File: config.mk
export PLATFORM = sky130hd
export DESIGN_NAME = can_err_irq
export DESIGN_NICKNAME = d
export VERILOG_FILES = /design/src/rtl/can_err_pkg.sv /design/src/rtl/can_err_state.sv /design/src/rtl/can_err_flags.sv /design/src/rtl/can_err_irq.sv
export SDC_FILE = /design/constraint.sdc
export NUM_CORES = 1
export LEC_CHECK = 0
export BUFFER_PORTS_ARGS = -buffer_cell sky130_fd_sc_hd__buf_2
export CORE_ASPECT_RATIO = 1.5
export CORE_MARGIN = 3
export CORE_UTILIZATION = 52
export DETAILED_ROUTE_END_ITERATION = 6
export PLACE_DENSITY = 0.83
export REMOVE_ABC_BUFFERS = 1
export SYNTH_ARGS = -nofsm -noshare
export SYNTH_HDL_FRONTEND = slang
export SYNTH_SLANG_ARGS = --single-unit
File: constraint.sdc
create_clock -name clk -period 3.9 [get_ports clk]
set_clock_uncertainty 0.1 [all_clocks]
set_input_delay 0.195 -clock clk [delete_from_list [all_inputs] [get_ports clk]]
set_output_delay 0.195 -clock clk [all_outputs]
set_load 0.02 [all_outputs]
File: src/rtl/can_err_pkg.sv
package can_err_pkg;

    typedef enum logic [1:0] {
        NODE_ACTIVE  = 2'd0,
        NODE_PASSIVE = 2'd1,
        NODE_BUSOFF  = 2'd2
    } node_st_e;

    // flag order inside the three-bit vector
    localparam int NFLG     = 3;
    localparam int FLG_WARN = 0;
    localparam int FLG_PAS  = 1;
    localparam int FLG_BO   = 2;
    localparam int FLG_LSB  = 4;   // register bit of FLG_WARN

    localparam logic [1:0] ADDR_FLAG = 2'd0;
    localparam logic [1:0] ADDR_MASK = 2'd1;
    localparam logic [1:0] ADDR_STAT = 2'd2;

endpackage

File: src/rtl/can_err_state.sv
module can_err_state
    import can_err_pkg::*;
#(
    parameter int CNT_W    = 9,
    parameter int PAS_LIM  = 128,
    parameter int WARN_LIM = 96,
    parameter int BO_LIM   = 256,
    parameter int RUN_LEN  = 11,
    parameter int SEQ_NUM  = 128
) (
    input  logic             clk,
    input  logic             rst_n,
    input  logic [CNT_W-1:0] tec,
    input  logic [CNT_W-1:0] rec,
    input  logic             rx_bit,
    input  logic             bit_valid,
    output logic [1:0]       node_st,
    output logic             bo_evt,
    output logic             pas_cond,
    output logic             warn_cond
);

    localparam int RUN_W = $clog2(RUN_LEN + 1);
    localparam int SEQ_W = $clog2(SEQ_NUM + 1);
    localparam logic [CNT_W-1:0] PAS_C  = CNT_W'(PAS_LIM);
    localparam logic [CNT_W-1:0] WARN_C = CNT_W'(WARN_LIM);
    localparam logic [CNT_W-1:0] BO_C   = CNT_W'(BO_LIM);
    localparam logic [RUN_W-1:0] RUN_END = RUN_W'(RUN_LEN - 1);
    localparam logic [SEQ_W-1:0] SEQ_END = SEQ_W'(SEQ_NUM - 1);

    typedef struct packed {
        node_st_e         st;
        logic [RUN_W-1:0] run;
        logic [SEQ_W-1:0] seq;
    } st_regs_t;

    st_regs_t st_d, st_q;
    logic     evt_d;

    assign pas_cond  = (tec >= PAS_C) || (rec >= PAS_C);
    assign warn_cond = (rec >= WARN_C);

    always_comb begin
        st_d  = st_q;
        evt_d = 1'b0;
        if (st_q.st == NODE_BUSOFF) begin
            if (bit_valid) begin
                if (!rx_bit) begin
                    st_d.run = '0;
                end else if (st_q.run == RUN_END) begin
                    st_d.run = '0;
                    if (st_q.seq == SEQ_END) begin
                        st_d.seq = '0;
                        st_d.st  = NODE_ACTIVE;
                        evt_d    = 1'b1;
                    end else begin
                        st_d.seq = st_q.seq + 1'b1;
                    end
                end else begin
                    st_d.run = st_q.run + 1'b1;
                end
            end
        end else if (tec >= BO_C) begin
            st_d.st  = NODE_BUSOFF;
            st_d.run = '0;
            st_d.seq = '0;
            evt_d    = 1'b1;
        end else if (pas_cond) begin
            st_d.st = NODE_PASSIVE;
        end else begin
            st_d.st = NODE_ACTIVE;
        end
    end

    always_ff @(posedge clk or negedge rst_n) begin
        if (!rst_n) begin
            st_q <= '{st: NODE_ACTIVE, run: '0, seq: '0};
        end else begin
            st_q <= st_d;
        end
    end

    assign node_st = st_q.st;
    assign bo_evt  = evt_d;

endmodule

File: src/rtl/can_err_flags.sv
module can_err_flags
    import can_err_pkg::*;
(
    input  logic            clk,
    input  logic            rst_n,
    input  logic            bo_evt,
    input  logic            pas_cond,
    input  logic            warn_cond,
    input  logic            wr_en,
    input  logic [1:0]      addr,
    input  logic [NFLG-1:0] wr_bits,
    output logic [NFLG-1:0] flag_vec,
    output logic [NFLG-1:0] mask_vec,
    output logic            irq
);

    typedef struct packed {
        logic [NFLG-1:0] flg;
        logic [NFLG-1:0] msk;
        logic            pas_prev;
        logic            warn_prev;
    } flg_regs_t;

    flg_regs_t       fl_d, fl_q;
    logic [NFLG-1:0] set_v;
    logic [NFLG-1:0] clr_v;
    logic [NFLG-1:0] flg_nxt;

    assign set_v[FLG_BO]   = bo_evt;
    assign set_v[FLG_PAS]  = pas_cond  & ~fl_q.pas_prev;
    assign set_v[FLG_WARN] = warn_cond & ~fl_q.warn_prev;
    assign clr_v = (wr_en && addr == ADDR_FLAG) ? wr_bits : '0;

    // a set in the same cycle overrides the clear
    for (genvar g = 0; g < NFLG; g++) begin : g_flag
        assign flg_nxt[g] = set_v[g] | (fl_q.flg[g] & ~clr_v[g]);
    end

    always_comb begin
        fl_d           = fl_q;
        fl_d.flg       = flg_nxt;
        fl_d.pas_prev  = pas_cond;
        fl_d.warn_prev = warn_cond;
        if (wr_en && addr == ADDR_MASK) begin
            fl_d.msk = wr_bits;
        end
    end

    always_ff @(posedge clk or negedge rst_n) begin
        if (!rst_n) begin
            fl_q <= '0;
        end else begin
            fl_q <= fl_d;
        end
    end

    assign flag_vec = fl_q.flg;
    assign mask_vec = fl_q.msk;
    assign irq      = |(fl_q.flg & ~fl_q.msk);

endmodule

File: src/rtl/can_err_irq.sv
module can_err_irq
    import can_err_pkg::*;
#(
    parameter int CNT_W    = 9,
    parameter int PAS_LIM  = 128,
    parameter int WARN_LIM = 96,
    parameter int BO_LIM   = 256,
    parameter int RUN_LEN  = 11,
    parameter int SEQ_NUM  = 128
) (
    input  logic             clk,
    input  logic             rst_n,
    input  logic [CNT_W-1:0] tec,
    input  logic [CNT_W-1:0] rec,
    input  logic             rx_bit,
    input  logic             bit_valid,
    input  logic             wr_en,
    input  logic [1:0]       addr,
    input  logic [7:0]       wr_data,
    output logic [7:0]       rd_data,
    output logic             irq,
    output logic [1:0]       node_state
);

    logic            bo_evt;
    logic            pas_cond;
    logic            warn_cond;
    logic [NFLG-1:0] flag_vec;
    logic [NFLG-1:0] mask_vec;

    logic unused_wr_bits;
    assign unused_wr_bits = &{1'b0, wr_data[7], wr_data[FLG_LSB-1:0]};

    can_err_state #(
        .CNT_W   (CNT_W),
        .PAS_LIM (PAS_LIM),
        .WARN_LIM(WARN_LIM),
        .BO_LIM  (BO_LIM),
        .RUN_LEN (RUN_LEN),
        .SEQ_NUM (SEQ_NUM)
    ) i_state (
        .clk      (clk),
        .rst_n    (rst_n),
        .tec      (tec),
        .rec      (rec),
        .rx_bit   (rx_bit),
        .bit_valid(bit_valid),
        .node_st  (node_state),
        .bo_evt   (bo_evt),
        .pas_cond (pas_cond),
        .warn_cond(warn_cond)
    );

    can_err_flags i_flags (
        .clk      (clk),
        .rst_n    (rst_n),
        .bo_evt   (bo_evt),
        .pas_cond (pas_cond),
        .warn_cond(warn_cond),
        .wr_en    (wr_en),
        .addr     (addr),
        .wr_bits  (wr_data[FLG_LSB +: NFLG]),
        .flag_vec (flag_vec),
        .mask_vec (mask_vec),
        .irq      (irq)
    );

    always_comb begin
        rd_data = '0;
        case (addr)
            ADDR_FLAG: rd_data[FLG_LSB +: NFLG] = flag_vec;
            ADDR_MASK: rd_data[FLG_LSB +: NFLG] = mask_vec;
            ADDR_STAT: rd_data[1:0]             = node_state;
            default:   rd_data                  = '0;
        endcase
    end

endmodule

==> Word-level counts from Yosys, hierarchy flattened <==
Cells that the tools add are included.
{ "word_totals": {"out_inout_bits": 11, "ramBits": 0, "latch_bits": 0, "ff_bits": 22, "inputBits": 33, "n_memories": 0, "romBits": 0} }
{ "op_classes": {"reduce_logical": 9, "shift": 0, "add_sub_neg": 2, "n_mux": 22, "order_cmp": 4, "n_div": 0, "multipliers": 0, "bitwise_logic": 15, "n_eq_ne": 9} }
{ "ops": {"columns": ["op", "count"], "rows": [
  ["$mux W14", 2],
  ["$mux W8", 3],
  ["$ge A9 B8 Y1 const B", 2],
  ["$mux W12", 1],
  ["$mux W2", 5],
  ["$ge A9 B7 Y1 const B", 1],
  ["$ge A9 B9 Y1 const B", 1],
  ["$add A8 B1 Y8 const B", 1],
  ["$eq A8 B7 Y1 const B", 1],
  ["$mux W4", 2],
  ["$ne A2 B2 Y1 const B", 4],
  ["$reduce_and A4 Y1", 2],
  ["$mux W1", 7],
  ["$pmux W3 S2", 1],
  ["$and A1 B1 Y1", 5],
  ["$not A1 Y1", 5],
  ["$add A4 B1 Y4 const B", 1],
  ["$eq A2 B2 Y1 const B", 2],
  ["$eq A4 B4 Y1 const B", 1],
  ["$and A3 B3 Y3", 1],
  ["$mux W3", 1],
  ["$not A3 Y3", 1],
  ["$or A1 B1 Y1", 3],
  ["$reduce_or A3 Y1", 1],
  ["other kinds (6)", 7]
]} }

==> Logic depth before layout (Yosys ltp) <==
Gate-level depths: netlist of run 1.
{ "depth": {"depth_word": 7, "mapped_depth": 7, "ltp_nobuf": 6} }

==> Cells and area by module <==
From an unflattened synthesis of run 1, not the netlist that was laid out.
{ "hier_totals": {"cells_unflattened": 125, "hier_area_um2": 1301.2} }
{ "by_module_without_submodules": {"columns": ["module", "area_per_inst_um2", "cells_each", "n_inst"], "rows": [
  ["can_err_state", 819.5, 83, 1],
  ["can_err_flags", 394.1, 30, 1],
  ["can_err_irq", 87.6, 12, 1]
]} }

==> Least setup slack after synthesis of run 1 <==
No wires, ideal clock.
{ "synth_timing": {"kind": "reg2reg", "from": "register i_state.st_q[8] (netlist name)", "to": "register i_state.st_q[4] (netlist name)", "path_buffers": 0, "arrival_ns": 1.467, "setup_slack_ns": 2.230, "setup_ns": 0.104, "synth_period_minus_slack_ns": 1.670, "path_stages_with_launch": 7, "path_cell_list": "dfrtp_1 > inv_1 > ha_1 > and3b_2 > nand3_4 > or4_1 > o311ai_1"} }
{ "synth_between": {"elab_chain_len": 3} }
{ "synth_lines": {"columns": ["element", "line_no", "rtl"], "rows": [
  ["from (decl)", "can_err_state.sv:37", "st_regs_t st_d, st_q;"],
  ["from (signal assigned)", "can_err_state.sv:77", "st_q <= '{st: NODE_ACTIVE, run: '0, seq: '0};"],
  ["from (signal assigned)", "can_err_state.sv:79", "st_q <= st_d;"],
  ["$eq A4 B4 Y1", "can_err_state.sv:50", "end else if (st_q.run == RUN_END) begin"],
  ["$ne A2 B2 Y1 (no line)", null, null],
  ["$reduce_and A4 Y1 (no line)", null, null]
]} }
Every way passes these cells.
A chain may end at the register's enable or synchronous reset.

==> Final worst setup path of run 1 <==
{ "layout_timing": {"from": "register i_state.st_q[8] (netlist name)", "to": "register i_state.st_q[6] (netlist name)"} }
Same word-level chain as after synthesis.

==> qor.yml, run 1 <==
outcome:
  outcome: "complete, no violations"
route:
  via_count: 1088
  drt_pass1_iterations: 4
  via_per_inst: 6.289
  drc: 0
  ant_nets: 0
  wirelength_um: 2786
  drtIter0Drc: 33
  wl_per_cell_um: 16.10
cts:
  cts_tree: "done"
  cts.sinks: 22
  root_buffer: "clkbuf_4"
  clk_latency_ns: 0.31
  clk_path_buf_depth: 2
  h-tree-depth: 1
  post-cts-setup-buffers: 0
  cts_made_buffers: 3
  clk_pin_slew_ns: 0.13
grt:
  grt_pass1_wl_um: 4609
  track_usage_pct: 20.84
  grt_max_degree: 23
  grt-ovfl-total: 0
  grt_pass1_vias: 1069
  grt_antenna_before_repair: 0
power_and_ir_drop:
  vdd_drop_max_uv: 282.4
  leakagePower_uw: 0.0007210
  powerDensity_mw_per_mm2: 413.1
placement:
  dp.cells: 164
  portBuffers: 23
  place_hpwl_um: 1972
  dpl_cell_area_mm2: 0.001339
  place.gp.congestion: 0.7696
critical_path:
  reg2reg_depth: 6
  critical_path_required_ns: 4.02
  rr_startpoint: "i_state.st_q[8]"
  crit_path_end_kind: "flop"
  crit_fanout: 11
  cp.arrival_ns: 2.00
  setup.worst_path.class: "flop to flop"
  startpoint_type: "flop"
  setup.worst_path.start: "i_state.st_q[8]"
timing:
  period_share_pct: 48.30
  setup_viol: 0
  fin_crit_ns: 1.884
  rsz0062_at_grt: "no"
  drv_slew: 0
  tns_ns: 0
  final_hold_viol_count: 0
  whs_ns: 0.02557
  fmax_mhz: 530.8
yosys:
  synth_top_area_share_pct: 44.40
  netlist_top_cells_count: "dfrtp_1, nand2_1, nand3_1, inv_1, a31oi_1"
  dominantRegCellSynth: "dfrtp_1"
  yosysWarnings: 0
  synth_area_leader_cell: "dfrtp_1"
  avgSynthCellArea_um2: 10.08
  synthDistinctLibCells: 43
  syn_area_mm2: 0.001240
  yosys-top-cells-area: "dfrtp_1, nand3_1, a31oi_1"
  syn-instance-count: 123
  synth-edff-count: 0
  ys_seq_elements: 22
  synth_most_common_cell: "dfrtp_1"
  async_flop_share_pct: 100.0
  yosysSeqAreaShare_pct: 44.40
layout:
  fin_cells: 173
  num_antenna_cells: 0
  nets: 187
  drive_gt1_share_pct: 23.33
  area_delta_synth_final_pct: 16.25
  fill_cells: 187
  final_cell_area_mm2: 0.001441
floorplanning:
  core_area_mm2: 0.002260
  die-height_um: 65.81
  dieWidth_um: 45.87
  initial_core_util_pct: 54.87
  rows: 21
  ios: 44
  die_area_mm2: 0.003018
worst_hold_path:
  holdCritStartpoint: "wr_data[6]"
  holdPathStages: 2
  hp-class: "input pin to flop"
job:
  cap_violations: 0
[cells in the final DEF, fill, tap and decap left out, drive strengths merged, types with 4 or more instances in the layout]
| cell type | instances |
|---|---|
| a31oi | 6 |
| and3 | 4 |
| and3b | 4 |
| buf | 23 |
| dfrtp | 22 |
| dlygate4sd3 | 5 |
| inv | 7 |
| nand2 | 10 |
| nand3 | 10 |
| nor2 | 4 |
| o21ai | 4 |
[routing by layer]
metal | vias to the layer above | part of all wire, % | wire length [µm] | GRT usage, %
met5 | - | 0 | 0 | 0
met4 | 0 | 2.9 | 81 | 13.52
met3 | 8 | 4.6 | 129 | 2.180
met2 | 44 | 54 | 1517 | 36.21
met1 | 533 | 38 | 1058 | 22.48
li1 | 503 | - | - | -
[where the power goes]
part	total [µW]	switching [µW]	internal (µW)	leakage, µW
combinational	128	71.9	56.4	0.000421
sequential	290	32.3	258	0.000272
clock	177	73.2	104	0.0000279
[registers in the layout (all words and copies together), names as in the netlist]
| register | cells |
|---|---|
| i_state.st_q | 12 |
| i_flags.flag_vec | 3 |
| i_flags.mask_vec | 3 |
| i_state.node_st | 2 |
| i_flags.fl_q | 2 |
[logic make-up (layout without fill, tap and decap cells)]
family / Yosys count / after routing / share of synthesized area [%]
simple gates: 49 / 49 / 24.32
compound gates: 27 / 27 / 15.74
flops: 22 / 22 / 44.40
buf+inv: 14 / 39 / 6.358
mux: 6 / 6 / 5.146
fa+ha+maj: 3 / 3 / 3.028
other cells: 1 / 3 / 0.3024
xor+xnor: 1 / 1 / 0.7065
[layout make-up]
class / count / area [µm²] / share of cell area, %
Clock buffer: 3 / 22.52 / 1.563
Clock inverter: 1 / 30.03 / 2.083
Inverter: 7 / 26.28 / 1.823
Multi-Input combinational cell: 89 / 618.1 / 42.88
Sequential cell: 22 / 550.5 / 38.19
Tap cell: 23 / 28.78 / 1.997
Timing Repair Buffer: 28 / 165.2 / 11.46
[metrics by stage]
stage	setup slack, ns	utilization [%]	power [µW]
floorplan	2.188	-	369.6
global placement	2.082	59.25	408.8
detailed placement	2.029	59.25	418.1
CTS	2.010	63.79	596.4
global route	1.916	63.79	626.4
finish	2.016	63.79	595.4
[worst max-delay path: stages (launching register included)]
cell and delay [ns]:
dfrtp_1 0.47, inv_1 0.07, ha_1 0.19, and3b_2 0.25
and3_1 0.30, and3_1 0.23, o22a_1 0.19
[final timing paths]
kind	end	slack (ns)
min in group asynchronous	i_flags.flag_vec[0]	0.26
worst min-delay path	i_flags.mask_vec[2]	0.03
worst max register to register	i_state.st_q[6]	2.02
worst min register to register	i_flags.flag_vec[1]	0.35
worst max-delay path	i_state.st_q[6]	2.02
max in group asynchronous	i_flags.mask_vec[2]	3.12
[repair_timing]
item	4_1_cts	5_1_grt
gates resized for setup	0	0
hold buffers	5	0
hold endpoints to repair	24	0
(Power assumes the default switching activity.)
==> inputs of run 2 (changes only) <==
Settings changed: ABC_AREA set to 1, CORE_UTILIZATION 52 to 44, PLACE_DENSITY 0.83 to 0.74.
Clock period 3.9 ns to 1.65 ns, I/O delays scaled along.
==> run 2 against run 1 <==
  * Clock power up 87%
  * Critical path depth up 1
  * Clock-buffer cell count unchanged
==> qor.yml, run 2 <==
outcome:
  outcome: "complete, no violations"
cts:
  cts_made_buffers: 3  # unchanged
  root_buffer: "clkbuf_8"
  clk_path_buf_depth: 2  # unchanged
  clk_pin_slew_ns: 0.07  # -0.06 ns
  post-cts-setup-buffers: 0  # unchanged
  cts.sinks: 22  # unchanged
  cts_tree: "done"
  h-tree-depth: 1  # unchanged
  clk_latency_ns: 0.26  # -0.05 ns
route:
  drt_pass1_iterations: 4  # unchanged
  met2_length_um: 1466  # -3.4%
  ant_nets: 0  # unchanged
  wirelength_um: 2750  # -1.3%
  wl_per_cell_um: 11.70  # -27%
  routed.top_layer: "met4"
  drtIter0Drc: 22  # -33%
  wl_met1_um: 1117  # +5.6%
  via_count: 1138  # +4.6%
  wl_met3_um: 106  # -18%
  via_per_inst: 4.843  # -23%
  drc: 0  # unchanged
timing:
  period_share_pct: 95.72
  slew_headroom_pct: 65.19
  setup_viol: 0  # unchanged
  tns_ns: 0  # unchanged
  fin_crit_ns: 1.579
  fmax_mhz: 633.2
  final_hold_viol_count: 0  # unchanged
  rsz0062_at_grt: "no"
  worst_pin_slew_ns: 0.5175
  drv_slew: 0  # unchanged
critical_path:
  crit_family: "buffers and inverters"
  cp.arrival_ns: 1.62  # -0.38 ns
  path_cells: "dlygate4sd3_1 > buf_2 > nor2_1 > dlygate4sd3_1 > o21ai_1 > inv_1 > o21ai_0"
  cpPeakStageDelay_ns: 0.55  # +0.08 ns
  critical_path_required_ns: 1.69  # -2.33 ns
  setup.worst_path.class: "input pin to flop"
  crit_fanout: 2  # -9
  crit_buf_inv: 4  # +3
  crit_path_end_kind: "flop"
  startpoint_type: "input pin"
  cp_common_cell: "dlygate4sd3_1"
  cpMaxStageDelayCell: "dlygate4sd3_1"
power_and_ir_drop:
  switchingPower_uw: 336.4  # +90%
  pwr-share-comb_pct: 19.0  # -2.6 points
  internal_power_uw: 836.6  # +100%
  leakagePower_uw: 0.0008163  # +13%
  p_sw_share_pct: 28.68  # -1.1 points
  vdd_drop_max_uv: 432.8  # +53%
  seq_power_share_pct: 52.9  # +4.2 points
  p_clk_share_pct: 28.2  # -1.5 points
  powerDensity_mw_per_mm2: 761.0  # +84%
placement:
  dpl_cell_area_mm2: 0.001420  # +6.1%
  place_hpwl_um: 2040  # +3.4%
  portBuffers: 23  # unchanged
  dp.cells: 224  # +37%
  place.gp.congestion: 0.8174  # +6.2%
yosys:
  synth_top_area_share_pct: 42.72  # -1.7 points
  async_flop_share_pct: 100.0  # unchanged
  synth-edff-count: 0  # unchanged
  synth_most_common_cell: "nand2_1"
  yosysSeqAreaShare_pct: 42.72  # -1.7 points
  avgSynthCellArea_um2: 7.717  # -23%
  yosysWarnings: 0  # unchanged
  syn_area_mm2: 0.001289  # +3.9%
  ys_seq_elements: 22  # unchanged
  synth_area_leader_cell: "dfrtp_1"
  synthDistinctLibCells: 26  # -40%
  dominantRegCellSynth: "dfrtp_1"
  yosys-top-cells-area: "dfrtp_1, nand2_1, inv_1"
  syn-instance-count: 167  # +36%
  netlist_top_cells_count: "nand2_1, dfrtp_1, inv_1, o21ai_0, nand3_1"
floorplanning:
  ios: 44  # unchanged
  die_area_mm2: 0.003628  # +20%
  initial_core_util_pct: 47.14  # -7.7 points
  dieWidth_um: 50.19  # +9.4%
  die-height_um: 72.28  # +9.8%
  core_area_mm2: 0.002734  # +21%
  rows: 23  # +9.5%
layout:
  final_cell_area_mm2: 0.001541  # +6.9%
  final_common_cell: "nand2_1"
  nets: 236  # +26%
  largest_reg_flops: 12  # unchanged
  regMostFlops: "i_state.st_q"
  most-common-layout-cells: "nand2_1, buf_2, inv_1, dfrtp_1, o21ai_0"
  drive_gt1_share_pct: 24.24  # +0.91 points
  area_delta_synth_final_pct: 19.61
  fin_cells: 235  # +36%
  num_antenna_cells: 0  # unchanged
grt:
  grt_pass1_wl_um: 4705  # +2.1%
  grt_max_degree: 23  # unchanged
  track_usage_pct: 16.89  # -3.9 points
  grt_pass1_vias: 1080  # +1.0%
  grt_antenna_before_repair: 0  # unchanged
  grt-ovfl-total: 0  # unchanged
job:
  cap_violations: 0  # unchanged
worst_hold_path:
  hp-class: "input pin to flop"
[run 2: cell types whose count changed in the layout (fill, tap and decap cells not counted), moves of 4 or more]
cell / before / now
and3_1: 4 / 0
inv_2: 0 / 4
nand2_2: 0 / 6
nand2_1: 10 / 48
nor2_1: 4 / 8
inv_1: 7 / 22
o21ai_0: 4 / 11
a31oi_1: 6 / 0
nor2_2: 0 / 4
[run 2: repair_timing]
item / 4_1_cts / 5_1_grt
endpoints found under the setup margin: 0 / 1
hold endpoints to repair: 25 / 2
gates resized for setup: 0 / 1
hold buffers: 6 / 2
[run 2: through the flow]
step	hold slack, ns	util [%]	worst slack, ns	power (µW)
2_1_floorplan	-0.3131	-	0.3523	760.4
3_3_place_gp	-0.03476	51.95	0.2290	825.6
3_5_place_dp	-0.02491	51.95	0.2008	837.4
4_1_cts	0.002942	55.65	0.06793	1178
5_1_grt	0.02628	56.38	0.01823	1251
6_report	0.005567	56.38	0.07062	1173
[run 2: path summary, 6_finish.rpt]
kind,from,end,slack (ns),cells after the start
hold reg to reg,i_flags.fl_q[0],i_flags.flag_vec[0],0.33,1
setup reg to reg,i_state.st_q[0],i_state.st_q[5],0.18,8
setup / recovery,rec[8],i_flags.flag_vec[0],0.07,7
max in group asynchronous,rst_n,i_state.st_q[1],0.90,2
hold / removal,wr_data[6],i_flags.mask_vec[2],0.006,3
min in group asynchronous,rst_n,i_flags.flag_vec[2],0.21,2
[run 2: routing by layer]
layer,up-vias,GRT usage [%]
li1,579,-
met1,526,19.34
met5,-,0
met2,29,29.80
met4,0,9.538
met3,4,2.053
[run 2: worst min-delay path: stages]
cell and delay, ns:
buf_2 0.09, inv_1 0.06, o21ai_0 0.08
[run 2: logic make-up (layout without fill, tap and decap cells)]
group	Yosys count	in the layout	synth area share [%]
AOI/OAI and AO/OA	20	20	8.642
xor gates and xnor gates	3	3	2.039
DFF	22	22	42.72
buffers and inverters	31	60	10.49
adders and majority gates	3	3	2.913
and+or+nand+nor	87	87	32.91
other	1	3	0.2910
[run 2: final cells by class]
| cell class | instances | area [µm²] |
|---|---|---|
| clock buffers | 3 | 41.29 |
| well taps | 37 | 46.29 |
| multi-input cells | 116 | 610.6 |
| inverters | 26 | 97.59 |
| flip-flops and latches | 22 | 550.5 |
| fillers | 251 | 1192 |
| repair buffers | 31 | 195.2 |
[run 2: power by group through the flow]
stage / clock, µW / combinational, µW / sequential (µW)
3_3_place_gp: 0 / 198 / 628
4_1_cts: 339 / 219 / 620
6_report: 331 / 222 / 620
2_1_floorplan: 0 / 137 / 623
3_5_place_dp: 0 / 206 / 631
5_1_grt: 370 / 254 / 626
==> inputs of run 3 (changes only) <==
Settings changed: PLACE_DENSITY 0.74 to 0.81.
==> run 3 against run 2 <==
  * Core utilization grew 1.1 points
  * Flip-flop and latch count is the same
  * Maximum frequency grew 6.9%
  * Clock-buffer cell count is the same
==> qor.yml, run 3 (synthesized netlist as in run 2, its figures left out) <==
route:
  via_per_inst: 4.682  # -3.3%
  via_count: 1105  # -2.9%
  wirelength_um: 2426  # -12%
  drc: 0  # unchanged
  drtIter0Drc: 30  # +36%
  ant_nets: 0  # unchanged
  drt_pass1_iterations: 4  # unchanged
  wl_per_cell_um: 10.28  # -12%
power_and_ir_drop:
  vdd_drop_max_uv: 422.9  # -2.3%
  p_total_uw: 1330  # +13%
  leakagePower_uw: 0.0008273  # +1.3%
  powerDensity_mw_per_mm2: 846.5  # +11%
floorplanning:
  rows: 23  # unchanged
  die_area_mm2: 0.003628  # unchanged
  ios: 44  # unchanged
  dieWidth_um: 50.19  # unchanged
  initial_core_util_pct: 47.14  # unchanged
  die-height_um: 72.28  # unchanged
  core_area_mm2: 0.002734  # unchanged
cts:
  clk_path_buf_depth: 2  # unchanged
  clk_pin_slew_ns: 0.08  # about the same
  root_buffer: "clkbuf_8"
  clk_latency_ns: 0.26  # about the same
  cts.sinks: 22  # unchanged
  cts_hold_buf: 8  # +2
  cts_tree: "done"
  post-cts-setup-buffers: 0  # unchanged
  h-tree-depth: 1  # unchanged
  cts_made_buffers: 3  # unchanged
  post_cts_resized: 0  # unchanged
grt:
  grt_pass1_vias: 1103  # +2.1%
  grt_max_degree: 23  # unchanged
  track_usage_pct: 15.33  # -1.6 points
  grt_pass1_wl_um: 4347  # -7.6%
  grt-ovfl-total: 0  # unchanged
  grt_antenna_before_repair: 0  # unchanged
layout:
  largest_reg_flops: 12  # unchanged
  regMostFlops: "i_state.st_q"
  drive_gt1_share_pct: 24.62  # +0.38 points
  num_antenna_cells: 0  # unchanged
  final_common_cell: "nand2_1"
  most-common-layout-cells: "nand2_1, buf_2, inv_1, dfrtp_1, o21ai_0"
  area_delta_synth_final_pct: 21.94
  final_cell_area_mm2: 0.001572  # +1.9%
  nets: 236  # unchanged
  fin_cells: 236  # +0.43%
critical_path:
  crit_buf_inv: 1  # -3
  crit_fanout: 5  # +3
  rr_startpoint: "i_state.st_q[8]"
  reg2reg_slack_ns: 0.17  # about the same
  reg2reg_depth: 8  # unchanged
  crit_path_end_kind: "flop"
  critical_path_required_ns: 1.75  # +0.06 ns
  cpPeakStageDelay_ns: 0.38  # -0.17 ns
  cp.arrival_ns: 1.58  # -0.04 ns
  startpoint_type: "flop"
  crit_family: "simple AND/OR/NAND/NOR gates"
  cp_common_cell: "nand2_1"
  r2r_end: "i_state.st_q[5]"
  cpMaxStageDelayCell: "dfrtp_1"
  setup.worst_path.class: "flop to flop"
  path_cells: "inv_1 > ha_1 > nand2_1 > nor2_2 > nand3_2 > nor2_4 > nand2_1 > nand2_1"
timing:
  period_share_pct: 89.57  # -6.2 points
  tns_ns: 0  # unchanged
  setup_viol: 0  # unchanged
  slew_headroom_pct: 65.45  # +0.26 points
  final_hold_viol_count: 0  # unchanged
  fmax_mhz: 676.7  # +6.9%
  rsz0062_at_grt: "no"
  drv_slew: 0  # unchanged
  worst_pin_slew_ns: 0.5135  # -0.003913 ns
  whs_ns: 0.007578  # +0.002012 ns
  fin_crit_ns: 1.478  # -0.1016 ns
placement:
  place.gp.congestion: 0.7354  # -10%
  dp.cells: 224  # unchanged
  dpl_cell_area_mm2: 0.001420  # unchanged
  portBuffers: 23  # unchanged
  place_hpwl_um: 1922  # -5.8%
worst_hold_path:
  min_to: "i_flags.fl_q[1]"
  holdCritStartpoint: "tec[8]"
  holdPathStages: 3  # unchanged
  hp-class: "input pin to flop"
outcome:
  outcome: "complete, no violations"
job:
  cap_violations: 0  # unchanged
-- run 3: changes by cell type in the layout (fill, tap and decap cells not counted), sizes merged --
| cell | previous run | this run |
|---|---|---|
| bufinv | 0 | 1 |
-- run 3: worst reg2reg max path: cells and delay by family (launching register included) --
family,cells,cell delay [ns]
buffers and inverters,1,0.12
DFF,1,0.38
and+or+nand+nor,6,0.63
adders and majority gates,1,0.18
-- run 3: area by class of cell --
cell class              count  area [µm²]
fillers                   253        1162
repair buffers             31       195.2
inverters                  26       97.59
well taps                  37       46.29
clock buffers               3       41.29
clock inverters             1       30.03
multi-input cells         116       610.6
flip-flops and latches     22       550.5
-- run 3: through the flow --
stage | setup WS, ns | utilization [%]
finish | 0.1722 | 57.48
global route | 0.03496 | 57.48
floorplan | 0.3523 | -
global placement | 0.1982 | 51.95
CTS | 0.1672 | 57.48
detailed placement | 0.1951 | 51.95
-- run 3: routing by layer --
metal / GRT usage (%) / up-vias / share of wire [%]
li1: - / 577 / -
met1: 16.40 / 504 / 41
met2: 28.49 / 17 / 53
met3: 1.232 / 7 / 2.5
met4: 9.231 / 0 / 2.9
met5: 0 / - / 0
-- run 3: worst max-delay path by stage --
stage	from	to	slack (ns)	cells after the start
6_report	i_state.st_q[8]	i_state.st_q[5]	0.17	8
5_1_grt	i_state.st_q[8]	i_state.st_q[1]	0.03	8
4_1_cts	i_state.st_q[8]	i_state.st_q[5]	0.17	8
3_5_place_dp	i_state.st_q[8]	i_state.st_q[6]	0.20	7
3_3_place_gp	i_state.st_q[8]	i_state.st_q[7]	0.20	8
2_1_floorplan	i_state.node_st[0]	i_state.st_q[4]	0.35	8
-- run 3: power breakdown --
group / switching [µW] / internal, µW / leakage [µW]
clock: 167 / 324 / 0.0000357
sequential: 33.2 / 587 / 0.000274
combinational: 134 / 85.7 / 0.000518
